==> src/rtl/gpio_pkg.sv <==
package gpio_pkg;

    localparam int NLINES = 8;
    localparam int ADDR_W = 12;

    typedef logic [NLINES-1:0] lane_t;
    typedef logic [ADDR_W-1:0] addr_t;

    localparam addr_t DATA_TOP = addr_t'(12'h3FC);
    localparam addr_t OFS_DIR  = addr_t'(12'h400);
    localparam addr_t OFS_SNS  = addr_t'(12'h404);
    localparam addr_t OFS_DUAL = addr_t'(12'h408);
    localparam addr_t OFS_POL  = addr_t'(12'h40C);
    localparam addr_t OFS_IEN  = addr_t'(12'h410);
    localparam addr_t OFS_RAW  = addr_t'(12'h414);
    localparam addr_t OFS_MSK  = addr_t'(12'h418);
    localparam addr_t OFS_CLR  = addr_t'(12'h41C);

    typedef enum logic [3:0] {
        SEL_NONE, SEL_DATA, SEL_DIR, SEL_SNS, SEL_DUAL,
        SEL_POL, SEL_IEN, SEL_RAW, SEL_MSK, SEL_CLR
    } reg_sel_e;

    typedef struct packed {
        lane_t dir;
        lane_t sense;
        lane_t dual;
        lane_t pol;
        lane_t ien;
    } cfg_t;

    function automatic reg_sel_e decode_addr(addr_t a);
        reg_sel_e s;
        s = SEL_NONE;
        if (a[1:0] == 2'b00) begin
            if (a <= DATA_TOP) s = SEL_DATA;
            else begin
                case (a)
                    OFS_DIR:  s = SEL_DIR;
                    OFS_SNS:  s = SEL_SNS;
                    OFS_DUAL: s = SEL_DUAL;
                    OFS_POL:  s = SEL_POL;
                    OFS_IEN:  s = SEL_IEN;
                    OFS_RAW:  s = SEL_RAW;
                    OFS_MSK:  s = SEL_MSK;
                    OFS_CLR:  s = SEL_CLR;
                    default:  s = SEL_NONE;
                endcase
            end
        end
        return s;
    endfunction

    function automatic lane_t addr_mask(addr_t a);
        return a[NLINES+1:2];
    endfunction

endpackage

==> src/rtl/gpio_sync.sv <==
module gpio_sync
    import gpio_pkg::*;
#(
    parameter int STAGES = 2
) (
    input  logic  clk,
    input  logic  rst,
    input  lane_t async_i,
    output lane_t sync_o
);
    lane_t chain_q [STAGES];

    always_ff @(posedge clk) begin
        if (rst) begin
            for (int s = 0; s < STAGES; s++) chain_q[s] <= '0;
        end else begin
            chain_q[0] <= async_i;
            for (int s = 1; s < STAGES; s++) chain_q[s] <= chain_q[s-1];
        end
    end

    assign sync_o = chain_q[STAGES-1];
endmodule

==> src/rtl/gpio_event.sv <==
module gpio_event
    import gpio_pkg::*;
(
    input  logic  clk,
    input  logic  rst,
    input  lane_t sync_i,
    input  cfg_t  cfg_i,
    input  lane_t clr_i,
    output lane_t raw_o
);
    lane_t prev_q;
    lane_t latch_q;
    lane_t hit;
    lane_t latch_d;

    always_ff @(posedge clk) begin
        if (rst) prev_q <= '0;
        else     prev_q <= sync_i;
    end

    for (genvar i = 0; i < NLINES; i++) begin : g_line
        logic rise, fall, chg;
        assign rise = sync_i[i] & ~prev_q[i];
        assign fall = ~sync_i[i] & prev_q[i];
        assign chg  = rise | fall;

        always_comb begin
            if (cfg_i.sense[i])     hit[i] = 1'b0;
            else if (cfg_i.dual[i]) hit[i] = chg;
            else if (cfg_i.pol[i])  hit[i] = rise;
            else                    hit[i] = fall;
            latch_d[i] = (latch_q[i] & ~clr_i[i]) | hit[i];
            raw_o[i] = cfg_i.sense[i] ? (sync_i[i] ~^ cfg_i.pol[i]) : latch_q[i];
        end

        // A latched bit only rises after the synchronised pin moved
        assert_edge_cause_R6: assert property (@(posedge clk) disable iff (rst)
            $rose(latch_q[i]) |-> $past(sync_i[i] != prev_q[i]));

        // Clear without a concurrent transition empties the latch
        assert_clear_R9: assert property (@(posedge clk) disable iff (rst)
            (clr_i[i] && (sync_i[i] == prev_q[i])) |=> !latch_q[i]);

        // A transition while a clear is written keeps the status
        assert_edge_wins_R9: assert property (@(posedge clk) disable iff (rst)
            (!cfg_i.sense[i] && cfg_i.dual[i] && (sync_i[i] != prev_q[i])) |=> latch_q[i]);

        // Level status is inactive whenever the pin is not at the active level
        assert_level_R5: assert property (@(posedge clk) disable iff (rst)
            (cfg_i.sense[i] && (sync_i[i] != cfg_i.pol[i])) |-> !raw_o[i]);
    end

    always_ff @(posedge clk) begin
        if (rst) latch_q <= '0;
        else     latch_q <= latch_d;
    end
endmodule

==> src/rtl/gpio_regfile.sv <==
module gpio_regfile
    import gpio_pkg::*;
(
    input  logic  clk,
    input  logic  rst,
    input  logic  sel_i,
    input  logic  wr_i,
    input  addr_t addr_i,
    input  lane_t wdata_i,
    output lane_t rdata_o,
    input  lane_t pin_sync_i,
    input  lane_t raw_i,
    input  lane_t masked_i,
    output cfg_t  cfg_o,
    output lane_t out_val_o,
    output lane_t clr_o
);
    cfg_t     cfg_q;
    lane_t    out_q;
    reg_sel_e sel_e;
    lane_t    amask;
    lane_t    wmask;
    logic     wr_go;

    always_comb begin
        sel_e = decode_addr(addr_i);
        amask = addr_mask(addr_i);
        wr_go = sel_i & wr_i;
        wmask = amask & cfg_q.dir;
    end

    always_ff @(posedge clk) begin
        if (rst) begin
            cfg_q <= '0;
            out_q <= '0;
        end else if (wr_go) begin
            case (sel_e)
                SEL_DATA: out_q       <= (out_q & ~wmask) | (wdata_i & wmask);
                SEL_DIR:  cfg_q.dir   <= wdata_i;
                SEL_SNS:  cfg_q.sense <= wdata_i;
                SEL_DUAL: cfg_q.dual  <= wdata_i;
                SEL_POL:  cfg_q.pol   <= wdata_i;
                SEL_IEN:  cfg_q.ien   <= wdata_i;
                default: ;
            endcase
        end
    end

    assign clr_o = (wr_go && sel_e == SEL_CLR) ? wdata_i : '0;

    always_comb begin
        rdata_o = '0;
        if (sel_i && !wr_i) begin
            case (sel_e)
                SEL_DATA: rdata_o = ((cfg_q.dir & out_q) | (~cfg_q.dir & pin_sync_i)) & amask;
                SEL_DIR:  rdata_o = cfg_q.dir;
                SEL_SNS:  rdata_o = cfg_q.sense;
                SEL_DUAL: rdata_o = cfg_q.dual;
                SEL_POL:  rdata_o = cfg_q.pol;
                SEL_IEN:  rdata_o = cfg_q.ien;
                SEL_RAW:  rdata_o = raw_i;
                SEL_MSK:  rdata_o = masked_i;
                default:  rdata_o = '0;
            endcase
        end
    end

    assign cfg_o     = cfg_q;
    assign out_val_o = out_q;

    // Lines outside the write mask or configured as inputs keep their value
    assert_masked_write_R3: assert property (@(posedge clk) disable iff (rst)
        (wr_go && sel_e == SEL_DATA) |=>
            ((out_q & ~$past(wmask)) == ($past(out_q) & ~$past(wmask))));

    // The clear register never returns data
    assert_clr_reads_zero_R2: assert property (@(posedge clk) disable iff (rst)
        (sel_i && !wr_i && sel_e == SEL_CLR) |-> (rdata_o == '0));

    // Output value only moves on a data write
    assert_out_hold_R3: assert property (@(posedge clk) disable iff (rst)
        !(wr_go && sel_e == SEL_DATA) |=> $stable(out_q));
endmodule

==> src/rtl/gpio_port.sv <==
module gpio_port
    import gpio_pkg::*;
(
    input  logic              clk,
    input  logic              rst,
    input  logic              bus_sel,
    input  logic              bus_write,
    input  logic [ADDR_W-1:0] bus_addr,
    input  logic [NLINES-1:0] bus_wdata,
    output logic [NLINES-1:0] bus_rdata,
    input  logic [NLINES-1:0] pin_in,
    output logic [NLINES-1:0] pin_out,
    output logic [NLINES-1:0] pin_oe,
    output logic              irq
);
    lane_t pin_sync;
    lane_t raw;
    lane_t masked;
    lane_t clr;
    lane_t out_val;
    cfg_t  cfg;

    gpio_sync #(.STAGES(2)) u_sync (
        .clk(clk), .rst(rst), .async_i(pin_in), .sync_o(pin_sync)
    );

    gpio_event u_event (
        .clk(clk), .rst(rst), .sync_i(pin_sync), .cfg_i(cfg),
        .clr_i(clr), .raw_o(raw)
    );

    gpio_regfile u_regs (
        .clk(clk), .rst(rst), .sel_i(bus_sel), .wr_i(bus_write),
        .addr_i(bus_addr), .wdata_i(bus_wdata), .rdata_o(bus_rdata),
        .pin_sync_i(pin_sync), .raw_i(raw), .masked_i(masked),
        .cfg_o(cfg), .out_val_o(out_val), .clr_o(clr)
    );

    assign masked  = raw & cfg.ien;
    assign irq     = |masked;
    assign pin_out = out_val;
    assign pin_oe  = cfg.dir;

    // No enabled line means no request
    assert_irq_quiet_R8: assert property (@(posedge clk) disable iff (rst)
        (cfg.ien == '0) |-> !irq);

    // A request always has an unmasked raw cause
    assert_irq_cause_R8: assert property (@(posedge clk) disable iff (rst)
        irq |-> ((raw & cfg.ien) != '0));

    // Output enables move only after a bus write
    assert_oe_stable_R3: assert property (@(posedge clk) disable iff (rst)
        !(bus_sel && bus_write) |=> $stable(pin_oe));

    // Reset leaves all pads undriven
    assert_reset_pads_R1: assert property (@(posedge clk)
        rst |=> (pin_oe == '0 && pin_out == '0));
endmodule

==> config.mk <==
export PLATFORM = sky130hd
export DESIGN_NAME = gpio_port
export DESIGN_NICKNAME = d
export VERILOG_FILES = /design/src/rtl/gpio_pkg.sv /design/src/rtl/gpio_sync.sv /design/src/rtl/gpio_event.sv /design/src/rtl/gpio_regfile.sv /design/src/rtl/gpio_port.sv
export SDC_FILE = /design/constraint.sdc
export NUM_CORES = 1
export LEC_CHECK = 0
export BUFFER_PORTS_ARGS = -buffer_cell sky130_fd_sc_hd__buf_2
export CORE_AREA = 8 8 118 120
export CTS_BUF_LIST = sky130_fd_sc_hd__clkbuf_4
export DETAILED_ROUTE_END_ITERATION = 6
export DIE_AREA = 0 0 126 128
export GPL_TIMING_DRIVEN = 0
export HOLD_SLACK_MARGIN = 0.05
export PLACE_DENSITY = 0.53
export SLEW_MARGIN = 5
export SYNTH_ARGS = -nofsm -noshare
export SYNTH_HDL_FRONTEND = slang
export SYNTH_SLANG_ARGS = --single-unit
==> constraint.sdc <==
create_clock -name clk -period 4.65 [get_ports clk]
set_clock_uncertainty 0.05 [all_clocks]
set_input_delay 0.465 -clock clk [delete_from_list [all_inputs] [get_ports clk]]
set_output_delay 0.465 -clock clk [all_outputs]
set_load 0.1 [all_outputs]
Yosys cells after proc, flatten, opt, wreduce, memory -nomap -nowiden --
Memories as Yosys holds them, arrays and structs flattened. Index checks and enable logic that the tools add are counted.
Word-level totals: input bits 32, RAM bits 16, ROM bits 0, latch bits 0, register bits after elaboration 64, memories 1, logic and storage cells 167, output and inout port bits 25
Memory list:
- u_sync.chain_q | depth 2, width 8, rd ports 2, clocked after memory_dff 0, wr ports 2, RTL line gpio_sync.sv:11 | lane_t chain_q [STAGES];
Cells by class: add/subtract/negate cells 0, shifts and indexed selects 0, div/mod/pow operators 0, equal/unequal tests 17, muxes and demuxes 43, magnitude comparators 1, multipliers 0, bitwise logic cells 86, reductions and logical operators 11
Operator list (count):
- equality test 12 x 11 -> 1 bit (second input constant) | 8
- case mux 8 bit (8 select lines) | 1
- bitwise AND 8 bit | 7
- two-way mux 1 bit | 35
- two-way mux 8 bit | 4
- case mux 4 bit (8 select lines) | 1
- bitwise AND 1 bit | 25
- inverter 1 bit | 24
- OR 1 bit | 18
- equality test 4 x 3 -> 1 bit (second input constant) | 4
- inverter 8 bit | 2
- OR 8 bit | 2
- <= comparator 12 x 10 -> 1 bit (second input constant) | 1
- AND reduction 2 bit | 6
- equality test 4 x 2 -> 1 bit (second input constant) | 2
- equality test 4 bit (second input constant) | 2
- two-way mux 4 bit | 2
- OR reduction 8 bit | 1
- bitwise XNOR 1 bit | 8
- equality test 4 x 1 -> 1 bit (second input constant) | 1
- logical AND 1 bit | 2
- logical NOT 2 bit | 1
- logical NOT 1 bit | 1

Longest topological paths before layout --
Gate-level depths: netlist of run 1.
depth in word-level cells 10, mapped depth 7, gate-level depth less buffers 6

Cells and area by module --
From an unflattened synthesis of run 1, not the netlist that was laid out.
Unflattened totals: cell total of the unflattened synthesis 506, area total of the unflattened synthesis 4464.3 µm²
By module, submodules not included:
- gpio_regfile | area an instance 2783.9 µm², cells an instance 332, instances 1, seq. area each 960.9 µm²
- gpio_event | area an instance 1082.3 µm², cells an instance 122, instances 1, seq. area each 320.3 µm²
- gpio_sync | area an instance 524.3 µm², cells an instance 41, instances 1, seq. area each 320.3 µm²
- gpio_port | area an instance 73.8 µm², cells an instance 11, instances 1, seq. area each 0.0 µm²

Least setup slack after synthesis of run 1 --
No wires, ideal clock.
kind input to output, start point input port bus_addr[4], end point output port bus_rdata[0], path buffers 2, path slack 0.719 ns, required time 4.135 ns, stages 6, arrival time 3.416 ns, path through clkbuf_1 -> buf_1 -> nand3_1 -> nor2_1 -> a32oi_1 -> a31oi_1
On the way: longest elaborated chain between the ends 7, elaborated cells on any way between the ends 22, those cells by class order compare: 1; eq/ne: 16; mux: 5
Ends and longest elaborated chain:
- start, declared | RTL line gpio_port.sv:8 | input logic [ADDR_W-1:0] bus_addr,
- parallel branches: the longest is 2 deep, another holds <= comparator 12 x 10 -> 1 bit
- two-way mux 4 bit * | RTL line gpio_pkg.sv:36 | if (a <= DATA_TOP) s = SEL_DATA;
- two-way mux 4 bit * | RTL line gpio_pkg.sv:35 | if (a[1:0] == 2'b00) begin
- equality test 4 bit, or another cell as far along | RTL line gpio_regfile.sv:54 | case (sel_e)
- case mux 8 bit (8 select lines) * | RTL line gpio_regfile.sv:54
- two-way mux 8 bit * | RTL line gpio_regfile.sv:53 | if (sel_i && !wr_i) begin
- end, declared | RTL line gpio_port.sv:10 | output logic [NLINES-1:0] bus_rdata,
Mark *: on every way between the ends.

Worst setup path in the final report of run 1 --
start point input port bus_addr[4], end point output port bus_rdata[3]
Same word-level chain as after synthesis.

==> results of run 1 <==
==> through the flow <==
step / area [µm²] / setup WS [ns] / power [W]
after floorplan: 4090 / 0.719 / 0.000763
after global placement: 4550 / 0.752 / 0.000809
after detailed placement: 4550 / 0.815 / 0.000811
after CTS: 4680 / 0.766 / 0.00124
after global routing: 4680 / 0.666 / 0.00127
final: 4680 / 0.673 / 0.00122
==> metal layers <==
metal  vias to the layer above  GRT usage
met4                         0     0.0743
met2                       130      0.252
met5                         -          0
li1                       1796          -
met1                      1757      0.221
met3                        27     0.0349
==> state kept, by name (all words and copies together) (netlist names), named ones only <==
register and flops:
u_sync.chain_q 16, u_event.latch_q 8, u_regs.cfg_o 40, u_event.prev_q 8
==> logic make-up (layout without fill, tap and decap cells) <==
family	after synthesis	in the layout	synth area share
and+or+nand+nor	177	177	0.212
DFF	80	80	0.391
muxes	48	48	0.119
buffers and inverters	55	124	0.0624
AOI/OAI and AO/OA	95	95	0.149
adders and majority gates	16	16	0.0489
xor gates and xnor gates	8	8	0.0171
==> worst min-delay path by stage <==
stage,end,startpoint
detailed placement,u_sync.chain_q[0][12],u_sync.chain_q[0][4]
global route,u_sync.chain_q[0][0],pin_in[0]
CTS,u_sync.chain_q[0][0],pin_in[0]
global placement,u_sync.chain_q[0][9],u_sync.chain_q[0][1]
floorplan,u_sync.chain_q[0][10],u_sync.chain_q[0][2]
finish,u_sync.chain_q[0][0],pin_in[0]
==> power by group through the flow <==
| stage | Sequential (W) | Clock (W) | Combinational, W |
|---|---|---|---|
| after global placement | 0.000716 | 0 | 0.0000931 |
| final | 0.000701 | 0.000423 | 0.0000949 |
| after global routing | 0.000703 | 0.000463 | 0.000104 |
| after CTS | 0.000701 | 0.000440 | 0.0000948 |
| after floorplan | 0.000715 | 0 | 0.0000482 |
| after detailed placement | 0.000717 | 0 | 0.0000943 |
==> final cells by class <==
class	instances	share of cell area
multi-input combinational	344	0.478
clock inverter	4	0.00962
timing repair buffer	53	0.0567
sequential	80	0.342
clock buffer	12	0.0192
buffer	31	0.0353
tap	150	0.0401
inverter	24	0.0192
==> worst max-delay path: cells and delay by family <==
family / cells / cell delay [ns]
AOI/OAI and AO/OA: 2 / 0.43
and+or+nand+nor: 2 / 0.94
buffers and inverters: 3 / 1.61
==> synth_stat cells <==
cell type,number,share of area
a211o_1,8,0.017
a211oi_1,8,0.015
a21oi_1,31,0.038
a22o_1,2,0.0043
a22oi_1,8,0.015
a31oi_1,10,0.015
a32oi_1,5,0.011
and2_1,4,0.0061
and3_1,2,0.0031
and3b_1,1,0.0021
and4b_1,1,0.0024
buf_1,1,0.00092
buf_2,3,0.0037
buf_4,8,0.015
buf_6,2,0.0055
clkbuf_1,17,0.016
dfxtp_1,80,0.39
ha_1,16,0.049
inv_1,24,0.022
mux2_2,5,0.014
mux2i_1,43,0.11
nand2_1,47,0.043
nand2b_1,1,0.0015
nand3_1,24,0.029
nand4_1,2,0.0031
nand4b_1,1,0.0021
nor2_1,51,0.047
nor2_2,1,0.0015
nor2b_1,26,0.040
nor3_1,7,0.0086
nor3b_1,1,0.0018
nor4_1,1,0.0015
nor4_2,1,0.0031
nor4_4,1,0.0052
nor4b_2,1,0.0037
o21ai_0,16,0.020
o22a_1,6,0.013
o2bb2ai_1,1,0.0021
or3_1,3,0.0046
or4_4,1,0.0028
xnor2_1,8,0.017
==> metrics.md, run 1 <==
| Metric | Value |
|---|---|
| Multi-input logic area | `2240 µm²` |
| Comb pwr share | `0.078` |
| Antenna violations before repair | `0` |
| CP endpoint | `bus_rdata[3]` |
| YS warnings | `0` |
| Reg-to-reg startpoint | `u_sync.chain_q[0][8]` |
| Clock share of power | `0.347` |
| Internal cell power | `0.000907 W` |
| Mean post-synth cell area | `8.54 µm²` |
| LEAKAGE | `~1.9 nW` |
| Core Region | `12200 µm²` |
| Clock sink count | `80` |
| Die height | `128 µm` |
| Clk Latency, worst-skew pair | `0.46 ns` |
| Met2 WL | `5.67 mm` |
| Most frequent cells in the layout | `dfxtp_1 (80), buf_2 (56), nor2_1 (51), nand2_1 (47), mux2i_1 (43)` |
| CP Cell Sequence | `clkbuf_1 > buf_1 > nand3_1 > nor2_1 > a32oi_1 > a31oi_1 > buf_2` |
| Sequential Area | `1600 µm²` |
| Pins Over Slew Limit | `0` |
| Syn_nets | `527` |
| Drt wl/cell | `18.9 µm` |
| Sw Share | `0.256` |
| Clock H-tree levels | `3` |
| Sequential power share | `0.575` |
| Status | `completed` |
| CTS max path bufs | `2` |
| Via count | `about 3700` |
| GR Overflow Total | `0` |
| Die ar. | `16100 µm²` |
| Fillers | `1272` |
| Setup TNS | `0 ns` |
| Syn-to-layout area delta | `14.4%` |
| Uppermost layer routed | `met4` |
| DRC | `0` |
| Layout cell share with drive strength beyond 1 | `0.164` |
| Hold Vio Cnt, Final | `0` |
| Netlist Area Pre-Place | `4090 µm²` |
| Critical-path maximum fanout | `10` |
| Post-Layout Cell Count | `698` |
| Drt first pass iters | `7` |
| GRT Total Usage | `0.166` |
| Post-detail-place hpwl | `9.29 mm` |
| Crit path launch | `bus_addr[4]` |
| Critical Path RT | `4.14 ns` |
| RSZ-0062 raised after global routing | `no` |
| CTS tree | `built` |
| Global placement routability congestion | `0.873` |
| Clock transition at path regs | `0.13 ns` |
| Finish-stage setup viols | `0` |
| Die W | `approximately 130 µm` |
| DR iter-0 viols | `294` |
| FMAX | `0.251 GHz` |
| Fin util | `0.383` |
| Worst hold path cell count | `2` |
| Max stage delay on crit path | `0.64 ns` |
| Switching power | `0.000312 W` |
| IO buf count | `53` |
| Setup Buffers After CTS | `0` |
| Antenna Violating Nets Remaining | `0` |
| Met1 Wirelength | `6.39 mm` |
| CTS resizes | `0` |
| Ant diodes | `0` |
| Crit. End Element | `output port` |
| Worst path slowest cell | `buf_1` |
| Pwr Density | `260 nW/µm²` |
| Total CTS buffers | `9` |
| Vias in the first global route | `3602` |
| Max VDD drop | `approximately 120 µV` |
| Post-synthesis cell count | `479` |
| Routed length on met3 | `~860 µm` |
| Post-synthesis cell type count | `41` |
| Reg2Reg Depth | `6` |
| Worst-Margin Slew | `1.33 ns` |
| Max-cap viol count | `0` |
| Via/cell ratio | `5.32` |
| Flops & latches, synth | `80` |
| NumNets Final | `about 590` |
| Detailed Route WL | `around 13 mm` |
| Worst Hold Margin | `roughly 0.15 ns` |
| Hold-fix buffers, CTS | `0` |
| Tmin final | `3.98 ns` |
| Reg2Reg Setup Slack | `3.22 ns` |
| Startpoint types | `primary input` |
| Setup CP Type | `primary input to output port` |
| FP Rows | `41` |
| Reg2reg end | `u_event.latch_q[0]` |
| DP Cell Count | `682` |
| Hold Path Class | `primary input to register` |
| Largest net degree at the start of global routing | `13` |
| Number of placed I/O pins | `57` |
| Commonest non-fill, non-tap cell in the layout | `dfxtp_1` |
| Seq/Total Area, Yosys | `0.391` |
| WP data arrival | `3.46 ns` |
| First-pass GRT wire length | `20.3 mm` |
| Relative slew slack | `0.109` |
| Clock root buffer | `clkbuf_4` |
| Crit share post-route | `0.855` |
| Starting density of the core | `0.335` |
Power figures use the tool's default switching activity.
==> run 2, diff against run 1 <==
Settings changed: CORE_AREA 8 8 118 120 to 8 8 122 124, DIE_AREA 0 0 126 128 to 0 0 130 132, MAX_ROUTING_LAYER set to met4, PLACE_DENSITY 0.53 to unset, PLACE_DENSITY_LB_ADDON set to 0.25, SYNTH_HIERARCHICAL set to 1.
==> run 2 against run 1 <==
  * Non-clock buffer count rose by 10
  * Worst setup slack improved by 0.15 ns
  * Synthesized cell count rose by 5.6%
  * Routed wire length grew 15%
  * Critical path depth stayed put
  * Clock power grew 26%
  * Critical path type unchanged
  * Synthesized area up 9.1%
  * Worst hold slack improved by 0.00071 ns
==> metrics.md, run 2 <==
| Metric | Value |
|---|---|
| Fin util | `0.396` |
| Synth async-reset ratio | `0` |
| Met2 WL | `about 6.7 mm` |
| Most instantiated cells after synthesis | `dfxtp_1 (80), a21oi_1 (48), o21ai_1 (35)` |
| Post-synthesis cell type count | `46` |
| Hold Path Class | `primary input to register` |
| Most frequent cells in the layout | `dfxtp_1 (80), buf_2 (58), a21oi_1 (48), o21ai_1 (35)` |
| Max reg flops | `40` |
| Via count | `4173` |
| Worst path slowest cell | `nor3_1` |
| Synth top area share | `0.359` |
| Pins Over Slew Limit | `0` |
| Starting density of the core | `0.344` |
| Max VDD drop | `104 µV` |
| LEAKAGE | `around 2 nW` |
| Netlist Area Pre-Place | `4460 µm²` |
| FP Rows | `42` |
| Met1 Wirelength | `about 6.7 mm` |
| Clock H-tree levels | `3` |
| Die height | `132 µm` |
| YS warnings | `6` |
| Total CTS buffers | `9` |
| Syn-to-layout area delta | `15.2%` |
| Largest net degree at the start of global routing | `17` |
| Syn_nets | `554` |
| Seq/Total Area, Yosys | `0.359` |
| Critical-path maximum fanout | `10` |
| CP Cell Sequence | `buf_2 > or4b_4 > buf_6 > nor3_1 > a22oi_1 > a21oi_1 > buf_2` |
| Pwr Density | `267 nW/µm²` |
| Routed length on met3 | `1.29 mm` |
| Core Region | `13000 µm²` |
| Max-cap viol count | `0` |
| Clk Latency, worst-skew pair | `0.46 ns` |
| Clock root buffer | `clkbuf_4` |
| Setup TNS | `0 ns` |
| Area leader, netlist | `dfxtp_1` |
| Drt first pass iters | `5` |
| Setup CP Type | `primary input to output port` |
| DRC | `0` |
| CP most frequent cell | `buf_2` |
| EDFF count, synth | `0` |
| Ant diodes | `0` |
| Flops & latches, synth | `80` |
| First-pass GRT wire length | `around 24 mm` |
| Synth top area cells | `dfxtp_1 (36%), mux2_2 (8.1%), a21oi_1 (5.4%)` |
| Worst-Margin Slew | `1.26 ns` |
| Antenna violations before repair | `0` |
| Clock transition at path regs | `0.14 ns` |
| Commonest non-fill, non-tap cell in the layout | `dfxtp_1` |
| Most common cell in the netlist | `dfxtp_1` |
| Crit. End Element | `output port` |
| CTS resizes | `0` |
| Uppermost layer routed | `met4` |
| Startpoint types | `primary input` |
| Clock sink count | `80` |
| GR Overflow Total | `0` |
| Global placement routability congestion | `approximately 0.90` |
| Relative slew slack | `0.155` |
| Antenna Violating Nets Remaining | `0` |
| Setup Buffers After CTS | `0` |
| Critical Path RT | `4.14 ns` |
| Main flop type after synthesis | `dfxtp_1` |
| WP data arrival | `approximately 3.3 ns` |
| IO buf count | `54` |
| Max stage delay on crit path | `roughly 1 ns` |
| Crit share post-route | `0.823` |
| Hold-fix buffers, CTS | `0` |
| Drt wl/cell | `20.2 µm` |
| RSZ-0062 raised after global routing | `no` |
| Finish-stage setup viols | `0` |
| Hold Vio Cnt, Final | `0` |
| Vias in the first global route | `4189` |
| Layout cell share with drive strength beyond 1 | `0.260` |
| Die ar. | `17200 µm²` |
| CTS tree | `built` |
| Hold_sp | `pin_in[7]` |
| Post-detail-place hpwl | `10.7 mm` |
| Crit path launch | `bus_addr[11]` |
| GRT Total Usage | `0.188` |
| Tmin final | `roughly 3.8 ns` |
| Status | `completed` |
| Number of placed I/O pins | `57` |
| Detailed Route WL | `15.2 mm` |
| NumNets Final | `~620` |
| DR iter-0 viols | `366` |
| Post-synthesis cell count | `506` |
| FMAX | `roughly 0.26 GHz` |
| Reg-to-reg startpoint | `u_sync/chain_q[0][12]` |
| CTS max path bufs | `2` |
| Via/cell ratio | `roughly 5.5` |
| Die W | `130 µm` |
| Mean post-synth cell area | `8.82 µm²` |
==> run 2: changes by cell type in the layout (fill, tap and decap cells not counted), moves of 7 or more <==
cell / change
o21ai_1: +35
mux2_2: +27
mux2i_1: -27
nor2_1: -25
nand2_1: -22
nor2b_1: -21
a21oi_1: +17
and2_1: +12
a31oi_1: -10
a211o_1: -8
inv_1: -8
nand3_1: +8
nand3b_1: +7
nor2b_2: +7
==> run 2: cell families (layout without fill, tap and decap cells) <==
group / count (synthesis) / count (layout) / synth area share
AOI/OAI and AO/OA: 139 / 139 / 0.183
xor gates and xnor gates: 8 / 8 / 0.0157
adders and majority gates: 16 / 16 / 0.0448
buffers and inverters: 56 / 126 / 0.0633
DFF: 80 / 80 / 0.359
muxes: 48 / 48 / 0.117
and+or+nand+nor: 159 / 159 / 0.217
==> run 2: per-stage QoR <==
step                      power, W  hold slack, ns  setup WS, ns  std cells  area [µm²]
final                      0.00137           0.153         0.823        752        5140
after global routing       0.00144           0.116         0.759        752        5140
after CTS                  0.00139           0.113         0.924        752        5140
after detailed placement  0.000852           0.372         0.957        736        4960
after global placement    0.000848           0.368         0.944        736        4950
after floorplan           0.000793           0.362         0.881        506        4460
==> run 2: cell type report <==
cell class / count / area (µm²)
Fill cell: 1327 / 7840
Inverter: 16 / 60.1
Multi-Input combinational cell: 370 / 2590
Timing Repair Buffer: 54 / 270
Buffer: 40 / 223
Tap cell: 176 / 220
Clock inverter: 6 / 108
Sequential cell: 80 / 1600
Clock buffer: 10 / 75.1
==> run 2: path summary, 6_finish.rpt <==
path	to	slack (ns)	cells past startpoint
worst max register to register	u_event/latch_q[4]	3.29	6
worst min register to register	u_event/latch_q[5]	0.39	2
worst min-delay path	u_sync/chain_q[0][7]	0.15	2
worst max-delay path	bus_rdata[5]	0.82	7
==> run 2: layer usage <==
| metal | vias to the layer above | GRT usage |
|---|---|---|
| met5 | - | - |
| met2 | 188 | 0.277 |
| met4 | 0 | 0.0923 |
| met1 | 2006 | 0.236 |
| li1 | 1941 | - |
| met3 | 38 | 0.0421 |
==> run 2: critical path: cells and delay by family <==
kind / cells / cell delay [ns]
AO/OA/AOI/OAI: 2 / 0.53
buffers and inverters: 3 / 0.75
AND/OR/NAND/NOR: 2 / 1.56
==> run 2: power breakdown <==
group | switching [W] | internal [W]
Clock | 0.000259 | 0.000276
Combinational | 0.0000926 | 0.0000475
Sequential | 0.00000344 | 0.000696
